`src/rtl/pfd_lock_pkg.sv`:
```
package pfd_lock_pkg;

   localparam int NUM_LOOPS = 2;

   typedef enum logic [2:0] {
      SRC_LOW,
      SRC_LOCK_A,
      SRC_LOCK_B,
      SRC_LOCK_BOTH,
      SRC_REF_A,
      SRC_DIV_A,
      SRC_REF_B,
      SRC_DIV_B
   } pin_src_e;

   function automatic pin_src_e decode_pin_src(input logic [1:0] ld, input logic [1:0] fo);
      pin_src_e s;
      s = SRC_LOW;
      case (fo)
         2'b00: begin
            case (ld)
               2'b01:   s = SRC_LOCK_A;
               2'b10:   s = SRC_LOCK_B;
               2'b11:   s = SRC_LOCK_BOTH;
               default: s = SRC_LOW;
            endcase
         end
         2'b01:   s = ld[0] ? SRC_DIV_A : SRC_REF_A;
         2'b10:   s = ld[1] ? SRC_DIV_B : SRC_REF_B;
         default: s = SRC_LOW;
      endcase
      return s;
   endfunction

endpackage

```
`src/rtl/pfd_core.sv`:
```
module pfd_core #(
   parameter bit EDGE_IN = 1'b1
) (
   input  logic clk,
   input  logic rst_n,
   input  logic fr,
   input  logic fp,
   input  logic polarity,
   output logic up,
   output logic dn,
   output logic pump_hiz,
   output logic ref_q,
   output logic div_q
);

   logic fr_hit;
   logic fp_hit;
   logic both;

   generate
      if (EDGE_IN) begin : g_edge
         logic fr_d;
         logic fp_d;
         always_ff @(posedge clk or negedge rst_n) begin
            if (!rst_n) begin
               fr_d <= 1'b0;
               fp_d <= 1'b0;
            end else begin
               fr_d <= fr;
               fp_d <= fp;
            end
         end
         assign fr_hit = fr & ~fr_d;
         assign fp_hit = fp & ~fp_d;
      end else begin : g_pulse
         assign fr_hit = fr;
         assign fp_hit = fp;
      end
   endgenerate

   assign both = ref_q & div_q;

   always_ff @(posedge clk or negedge rst_n) begin
      if (!rst_n) begin
         ref_q <= 1'b0;
         div_q <= 1'b0;
      end else begin
         ref_q <= (ref_q & ~both) | fr_hit;
         div_q <= (div_q & ~both) | fp_hit;
      end
   end

   always_comb begin
      if (polarity) begin
         up = ref_q;
         dn = div_q;
      end else begin
         up = div_q;
         dn = ref_q;
      end
      pump_hiz = ~(up | dn);
   end

   // a new leading edge is captured on the next cycle
   p_capture_r1: assert property (@(posedge clk) disable iff (!rst_n)
      $rose(fr) |=> ref_q);

   // a pending lead is held until the other edge arrives
   p_hold_r5: assert property (@(posedge clk) disable iff (!rst_n)
      (ref_q && !div_q) |=> ref_q);

   // both flags clear right after their overlap
   p_clear_r4: assert property (@(posedge clk) disable iff (!rst_n)
      (both && !fr_hit) |=> !ref_q);

endmodule

```
`src/rtl/pfd_lock_det.sv`:
```
module pfd_lock_det #(
   parameter int LOCK_WIN   = 2,
   parameter int LOCK_COUNT = 4
) (
   input  logic clk,
   input  logic rst_n,
   input  logic ref_q,
   input  logic div_q,
   output logic locked,
   output logic lock_pin
);

   localparam int WW = $clog2(LOCK_WIN + 2);
   localparam int GW = $clog2(LOCK_COUNT + 1);
   localparam logic [WW-1:0] W_SAT = WW'(LOCK_WIN + 1);
   localparam logic [WW-1:0] W_LIM = WW'(LOCK_WIN);
   localparam logic [GW-1:0] G_MAX = GW'(LOCK_COUNT);

   logic [WW-1:0] width;
   logic [GW-1:0] good;
   logic          both;
   logic          err;
   logic          narrow;

   assign both   = ref_q & div_q;
   assign err    = ref_q ^ div_q;
   assign narrow = (width <= W_LIM);

   always_ff @(posedge clk or negedge rst_n) begin
      if (!rst_n) begin
         width <= '0;
         good  <= '0;
      end else if (both) begin
         width <= '0;
         if (narrow) begin
            if (good != G_MAX) good <= good + 1'b1;
         end else begin
            good <= '0;
         end
      end else if (err && (width != W_SAT)) begin
         width <= width + 1'b1;
      end
   end

   assign locked   = (good == G_MAX);
   assign lock_pin = locked & ~err;

   // lock can only appear right after a comparison ends
   p_lock_rise_r6: assert property (@(posedge clk) disable iff (!rst_n)
      $rose(locked) |-> $past(ref_q && div_q));

   // a wide comparison drops lock
   p_lock_drop_r6: assert property (@(posedge clk) disable iff (!rst_n)
      (both && (width > W_LIM)) |=> !locked);

endmodule

```
`src/rtl/ldfo_mux.sv`:
```
module ldfo_mux
   import pfd_lock_pkg::*;
(
   input  logic       clk,
   input  logic       rst_n,
   input  logic [1:0] ld_sel,
   input  logic [1:0] fo_sel,
   input  logic [1:0] lock_pin,
   input  logic [1:0] fr,
   input  logic [1:0] fp,
   output logic       ldfo
);

   pin_src_e src;
   logic     pin_d;

   always_comb begin
      src = decode_pin_src(ld_sel, fo_sel);
      case (src)
         SRC_LOCK_A:    pin_d = lock_pin[0];
         SRC_LOCK_B:    pin_d = lock_pin[1];
         SRC_LOCK_BOTH: pin_d = lock_pin[0] & lock_pin[1];
         SRC_REF_A:     pin_d = fr[0];
         SRC_DIV_A:     pin_d = fp[0];
         SRC_REF_B:     pin_d = fr[1];
         SRC_DIV_B:     pin_d = fp[1];
         default:       pin_d = 1'b0;
      endcase
   end

   always_ff @(posedge clk or negedge rst_n) begin
      if (!rst_n) ldfo <= 1'b0;
      else        ldfo <= pin_d;
   end

   // disabled selection drives the pin low
   p_off_r8: assert property (@(posedge clk) disable iff (!rst_n)
      (ld_sel == 2'b00 && fo_sel == 2'b00) |=> !ldfo);

   // both divider-select bits set drives the pin low
   p_fo_both_r8: assert property (@(posedge clk) disable iff (!rst_n)
      (fo_sel == 2'b11) |=> !ldfo);

   // combined lock needs both loops
   p_lock_and_r9: assert property (@(posedge clk) disable iff (!rst_n)
      (fo_sel == 2'b00 && ld_sel == 2'b11 && !(lock_pin[0] && lock_pin[1])) |=> !ldfo);

endmodule

```
`src/rtl/dual_pfd_lock.sv`:
```
module dual_pfd_lock
   import pfd_lock_pkg::*;
#(
   parameter int LOCK_WIN   = 2,
   parameter int LOCK_COUNT = 4,
   parameter bit EDGE_IN    = 1'b1
) (
   input  logic       clk,
   input  logic       rst_n,
   input  logic [1:0] fr_in,
   input  logic [1:0] fp_in,
   input  logic [1:0] pol,
   input  logic [1:0] ld_sel,
   input  logic [1:0] fo_sel,
   output logic [1:0] pump_up,
   output logic [1:0] pump_dn,
   output logic [1:0] pump_hiz,
   output logic [1:0] locked,
   output logic       ldfo
);

   generate
      if (LOCK_WIN < 1) begin : g_bad_win
         $error("LOCK_WIN must be at least 1");
      end
      if (LOCK_COUNT < 1) begin : g_bad_cnt
         $error("LOCK_COUNT must be at least 1");
      end
   endgenerate

   logic [NUM_LOOPS-1:0] ref_q;
   logic [NUM_LOOPS-1:0] div_q;
   logic [NUM_LOOPS-1:0] lock_pin;

   generate
      for (genvar i = 0; i < NUM_LOOPS; i++) begin : g_loop
         pfd_core #(.EDGE_IN(EDGE_IN)) u_pfd (
            .clk      (clk),
            .rst_n    (rst_n),
            .fr       (fr_in[i]),
            .fp       (fp_in[i]),
            .polarity (pol[i]),
            .up       (pump_up[i]),
            .dn       (pump_dn[i]),
            .pump_hiz (pump_hiz[i]),
            .ref_q    (ref_q[i]),
            .div_q    (div_q[i])
         );

         pfd_lock_det #(.LOCK_WIN(LOCK_WIN), .LOCK_COUNT(LOCK_COUNT)) u_lock (
            .clk      (clk),
            .rst_n    (rst_n),
            .ref_q    (ref_q[i]),
            .div_q    (div_q[i]),
            .locked   (locked[i]),
            .lock_pin (lock_pin[i])
         );
      end
   endgenerate

   ldfo_mux u_mux (
      .clk      (clk),
      .rst_n    (rst_n),
      .ld_sel   (ld_sel),
      .fo_sel   (fo_sel),
      .lock_pin (lock_pin),
      .fr       (fr_in),
      .fp       (fp_in),
      .ldfo     (ldfo)
   );

   // idle indication never coexists with a request
   p_hiz_excl_r2: assert property (@(posedge clk) disable iff (!rst_n)
      !(pump_hiz[0] && (pump_up[0] || pump_dn[0])));

endmodule

```
`config.mk`:
```
export PLATFORM = sky130hd
export DESIGN_NAME = dual_pfd_lock
export DESIGN_NICKNAME = d
export VERILOG_FILES = /design/src/rtl/pfd_lock_pkg.sv /design/src/rtl/pfd_core.sv /design/src/rtl/pfd_lock_det.sv /design/src/rtl/ldfo_mux.sv /design/src/rtl/dual_pfd_lock.sv
export SDC_FILE = /design/constraint.sdc
export NUM_CORES = 1
export LEC_CHECK = 0
export BUFFER_PORTS_ARGS = -buffer_cell sky130_fd_sc_hd__clkbuf_2
export CAP_MARGIN = 0
export CORE_MARGIN = 2
export CORE_UTILIZATION = 24
export CTS_CLUSTER_SIZE = 20
export DETAILED_ROUTE_END_ITERATION = 10
export SYNTH_ARGS = -nofsm -noshare
export SYNTH_HDL_FRONTEND = slang
export SYNTH_SLANG_ARGS = --single-unit
```
`constraint.sdc`:
```
create_clock -name clk -period 3.3 [get_ports clk]
set_clock_uncertainty 0.1 [all_clocks]
set_input_delay 0.495 -clock clk [delete_from_list [all_inputs] [get_ports clk]]
set_output_delay 0.495 -clock clk [all_outputs]
set_load 0.005 [all_outputs]
```
# --- After elaboration in Yosys (flattened, before gate mapping) ---
# Cells that the tools add are included.
classes:
  n_addsub: 4
  n_bitwise: 31
  order_cmp: 2
  eq_ne: 20
  reduce_logical: 7
  n_mux: 17
ops:
  columns: ["cell", "n"]
  rows:
  - ["$eq A3 B3 Y1 const B", 6]
  - ["$and A1 B1 Y1", 13]
  - ["$mux W3", 4]
  - ["$not A1 Y1", 10]
  - ["$pmux W3 S3", 1]
  - ["$mux W2", 4]
  - ["$ne A2 B2 Y1 const B", 4]
  - ["$pmux W1 S7", 1]
  - ["$add A3 B1 Y3 const B", 2]
  - ["$eq A2 B2 Y1 const B", 3]
  - ["$eq A3 B2 Y1 const B", 2]
  - ["$mux W1", 6]
  - ["$ne A3 B3 Y1 const B", 2]
  - ["$or A1 B1 Y1", 6]
  - ["$pmux W2 S3", 1]
  - ["$add A2 B1 Y2 const B", 2]
  - ["$eq A2 B1 Y1 const B", 2]
  - ["$le A2 B2 Y1 const B", 2]
  - ["$reduce_and A2 Y1", 2]
  - ["$reduce_bool A2 Y1", 2]
  - ["$eq A3 B1 Y1 const B", 1]
  - ["$logic_and A1 B1 Y1", 2]
  - ["$logic_not A2 Y1", 1]
  - ["$xor A1 B1 Y1", 2]
totals:
  out_inout_bits: 9
  regBits: 19
  elab_cells: 94

# --- Longest topological paths before layout ---
logic_depth:
  depth_word: 5
  ltp_mapped: 6

# --- Modules after synthesis ---
# Synthesis repeated with hierarchy kept, for this count alone.
unflattened:
  cells_unflattened: 111
  hier_area_um2: 1116.1
modules_own_cells:
  columns: ["mod", "cells_each", "instances", "area_per_inst_um2"]
  rows:
  - ["pfd_lock_det (g_loop[1].u_lock)", 29, 1, 312.8]
  - ["pfd_lock_det (g_loop[0].u_lock)", 29, 1, 311.5]
  - ["pfd_core", 15, 2, 148.9]
  - ["ldfo_mux", 23, 1, 193.9]

# --- Worst setup path before layout ---
# OpenSTA, ideal clock, no wires.
synth_timing:
  kind: "input port to flip-flop"
  from: "in fo_sel[0]"
  to: "reg u_mux.ldfo"
  path_stages: 6
  arrival_ps: 1436
  setup_slack_ps: 1630
  t_required_ps: 3066
  path_buffers: 0
  setup_time_ps: 134
  cell_sequence: "inv_1 > ha_1 > and3b_1 > or2_1 > o211ai_2 > a211oi_2"
synth_via:
  elab_chain_cells: 4
  word_cells_on_any_way: 12
synth_rtl:
  columns: ["element", "line", "rtl"]
  rows:
  - ["from (decl)", "dual_pfd_lock.sv:14", "input logic [1:0] fo_sel,"]
  - ["$eq A2 B2 Y1 (tied with other cells)", "pfd_lock_pkg.sv:19", "case (fo)"]
  - ["$pmux W3 S3 *", "pfd_lock_pkg.sv:19", null]
  - ["$eq A3 B3 Y1 (tied with other cells)", "ldfo_mux.sv:19", "case (src)"]
  - ["$pmux W1 S7 *", "ldfo_mux.sv:19", null]
  - ["net u_mux.pin_d", "ldfo_mux.sv:15", "logic pin_d;"]
  - ["to (signal assigned)", "ldfo_mux.sv:33", "else ldfo <= pin_d;"]
  - ["to (decl)", "ldfo_mux.sv:11", "output logic ldfo"]
# The timed path passes the listed nets; every way through them passes the cells marked *.
# A chain may end at the register's enable or synchronous reset.

# --- Worst setup path in the final report ---
layout_timing:
  from: "reg g_loop[0].u_lock.good[0]"
  to: "out locked[0]"
layout_via:
  elab_chain_cells: 1
layout_rtl:
  columns: ["element", "line", "rtl"]
  rows:
  - ["from (decl)", "pfd_lock_det.sv:20", "logic [GW-1:0] good;"]
  - ["from (signal assigned)", "pfd_lock_det.sv:36", "if (good != G_MAX) good <= good + 1'b1;"]
  - ["$eq A3 B3 Y1", "pfd_lock_det.sv:45", "assign locked = (good == G_MAX);"]
  - ["to (decl)", "dual_pfd_lock.sv:18", "output logic [1:0] locked,"]
# Every way passes these cells.

==> results_dict.tcl <==
set metrics [dict create \
    path_buf_inv 3 \
    finalHoldViolCount 0 \
    die_h_um 75.8 \
    worst-r2r-setup-slack_ns 1.74 \
    synth_ff_type "dfrtp_1" \
    grt_util_all_layers_pct 8.79 \
    max_freq_mhz 537 \
    initial_utilization_pct 24.6 \
    p_per_area_mw_per_mm2 583 \
    synth_compound_area_share_pct 18.8 \
    slew_violations 0 \
    yosys.area_share.adder_pct 18.2 \
    synth.distinct_cells 31 \
    grt_pass1_wl_mm 3.81 \
    synth_area_sq_mm 0.00124 \
    synth_nets 159 \
    synth_mux_area_share_pct 1.62 \
    yosysSeqAreaShare_pct 38.4 \
    max-clock-path-buffers 2 \
    syn_area_per_cell_sq_um 9.60 \
    ant_nets 0 \
    cts_root_buf "clkbuf_8" \
    clk-insertion-delay-late_ns 0.25 \
    fp-row-count 26 \
    ys_async_sr_fraction_pct 100 \
    arrival_ns 1.27 \
    seqPwrFrac_pct 43.1 \
    worst_setup_path_end_kind "primary output" \
    synth_top_area_share_pct 38.4 \
    busiest_layer "met2" \
    drc_errors 0 \
    synthXorXnorAreaFrac_pct 0.707 \
    wire_per_inst_um 9.61 \
    setup_slack_ns 1.44 \
    antennaDiodeCount 0 \
    cts_tree "done" \
    finalPower_mw 0.823 \
    overflow 0 \
    post_cts_buffers 0 \
    worstHoldPathType "in -> async" \
    drt_pass1_iterations 4 \
    max_stage_delay_ns 0.40 \
    maxCapViolCount 0 \
    vias_per_cell 4.11 \
    period_needed_ns 1.86 \
    netlist_instances 129 \
    fin_setup_tns_ns 0 \
    die_area_sq_mm 0.00575 \
    p_switching_mw 0.288 \
    path_common_cell "inv_1" \
    grtUsageMet1_pct 12.3 \
    crit_path_max_fanout 4 \
    gp_congestion 0.782 \
    synth.most_common_cell "inv_1" \
    synth-simple-area-share_pct 11.4 \
    synth_area_leader_cell "dfrtp_1" \
    nNetsFinal 176 \
    first_global_vias 838 \
    cts_hold_buf 0 \
    grtUsageMet2_pct 13.3 \
    ir_drop_uv 161 \
    port_buffers 20 \
    grt_max_degree 20 \
    die_w_um 75.8 \
    synth-seq-cells 19 \
    wl_mm 2.07 \
    pre_cts_ws_ns 1.43 \
    h-tree-depth 1 \
    sw_frac_of_total_pct 35.0 \
    core_sq_mm 0.00504 \
    fin_area_sq_mm 0.00141 \
    syn2layout_area_growth_pct 13.9 \
    setup_viol 0 \
    fin_crit_sh_pct 56.5 \
    ff2ff_path_depth 5 \
    intPower_mw 0.536 \
    cp_num_cells 5 \
    start_kind "register" \
    place_area_sq_mm 0.00137 \
    synth_area_leaders "dfrtp_1, ha_1, inv_1" \
    synth-edff-count 0 \
    relSlewSlack_pct 68.5 \
    io_pins 21 \
    cts_buffers 3 \
    synth_common_cells "inv_1, dfrtp_1, ha_1" \
    clkSinkCount 19 \
    p_comb_share_pct 37.8 \
    cpMaxStageDelayCell "dfrtp_1" \
    num_vias 883 \
    synth_top_family_by_area "compound AO/OA/AOI/OAI gates" \
    cp_cell_sequence "inv_1 -> ha_1 -> nand2_1 -> inv_1 -> clkbuf_2" \
    antenna_found_initial 0 \
    required_ns 2.70 \
    yosys_warnings 0 \
    path_delay_family "flip-flops" \
    worstMarginPinSlew_ns 0.472 \
    dp_hpwl_mm 1.72 \
    drtIter0Drc 16 \
    holdWs_ns 0.0870 \
    p_leak_nw 0.733 \
    p_clk_share_pct 19.1 \
    cts_resized 0 \
    clk_pin_slew_ns 0.07 \
    outcome "complete, no violations" \
    grt_util_met3_pct 2.12 \
    rsz0062_at_grt "no" \
    drive_gt1_share_pct 20.0 \
    worstSetupPathType "reg -> out" \
]
[layout make-up]
class / instances / area, sq um
multi-input combinational: 82 / 628
sequential: 19 / 475
tap: 70 / 87.6
inverter: 20 / 75.1
clock buffer: 4 / 45.0
timing repair buffer: 20 / 100
fill: 554 / 3630
[through the flow]
stage          std cells  util (%)
6_report             215      28.0
3_3_place_gp         211      27.1
2_1_floorplan        129         -
3_5_place_dp         211      27.1
5_1_grt              215      28.0
4_1_cts              215      28.0
[path summary, 6_finish.rpt]
check	startpoint	to
setup / recovery	g_loop[0].u_lock.good[0]$_DFFE_PN0P_	locked[0]
setup reg to reg	g_loop[0].u_pfd.div_q$_DFF_PN0_	u_mux.ldfo$_DFF_PN0_
hold reg to reg	g_loop[0].u_pfd.g_edge.fp_d$_DFF_PN0_	g_loop[0].u_pfd.div_q$_DFF_PN0_
min in group clk	fr_in[0]	g_loop[0].u_pfd.g_edge.fr_d$_DFF_PN0_
max in group asynchronous	rst_n	g_loop[0].u_lock.width[0]$_DFFE_PN0P_
hold / removal	rst_n	u_mux.ldfo$_DFF_PN0_
[layout by cell type (no fill, tap or decap), drive strengths merged, types with 2 or more instances in the layout]
cell type and count:
ha 18, clkbuf 24, inv 20, o21bai 4, and3 2, o21ai 8
nand2 10, dfrtp 19, mux2i 2, or2 2, o221ai 2, a21oi 8
nand3b 2, nor2 4, nand2b 3, o22ai 3, o211ai 2
[routing by layer]
layer	wire [um]	up-vias
li1	-	459
met1	979	407
met2	993	13
met3	66	4
met4	28	0
met5	0	-
[state kept, by name (all words and copies together), names as in the netlist]
name,flops
g_loop.u_pfd.g_edge.fp_d,2
g_loop.u_pfd.g_edge.fr_d,2
g_loop.u_pfd.ref_q,2
g_loop.u_lock.width,4
g_loop.u_pfd.div_q,2
u_mux.ldfo,1
g_loop.u_lock.good,6
[power by group through the flow]
stage / Sequential, mW / Combinational [mW] / Clock [mW]
floorplan: 0.347 / 0.261 / 0
global placement: 0.358 / 0.311 / 0
detailed placement: 0.359 / 0.319 / 0
CTS: 0.355 / 0.319 / 0.164
global route: 0.367 / 0.382 / 0.175
finish: 0.355 / 0.311 / 0.158
[kinds of logic (layout without fill, tap and decap cells)]
kind of cell,Yosys count,in the layout
AO/OA/AOI/OAI,34,34
multiplexers,2,2
buffers and inverters,28,44
AND/OR/NAND/NOR,27,27
adder cells (fa/ha/maj),18,18
XOR/XNOR,1,1
flip-flops,19,19
Note: power is estimated with default switching activity, not from simulation.
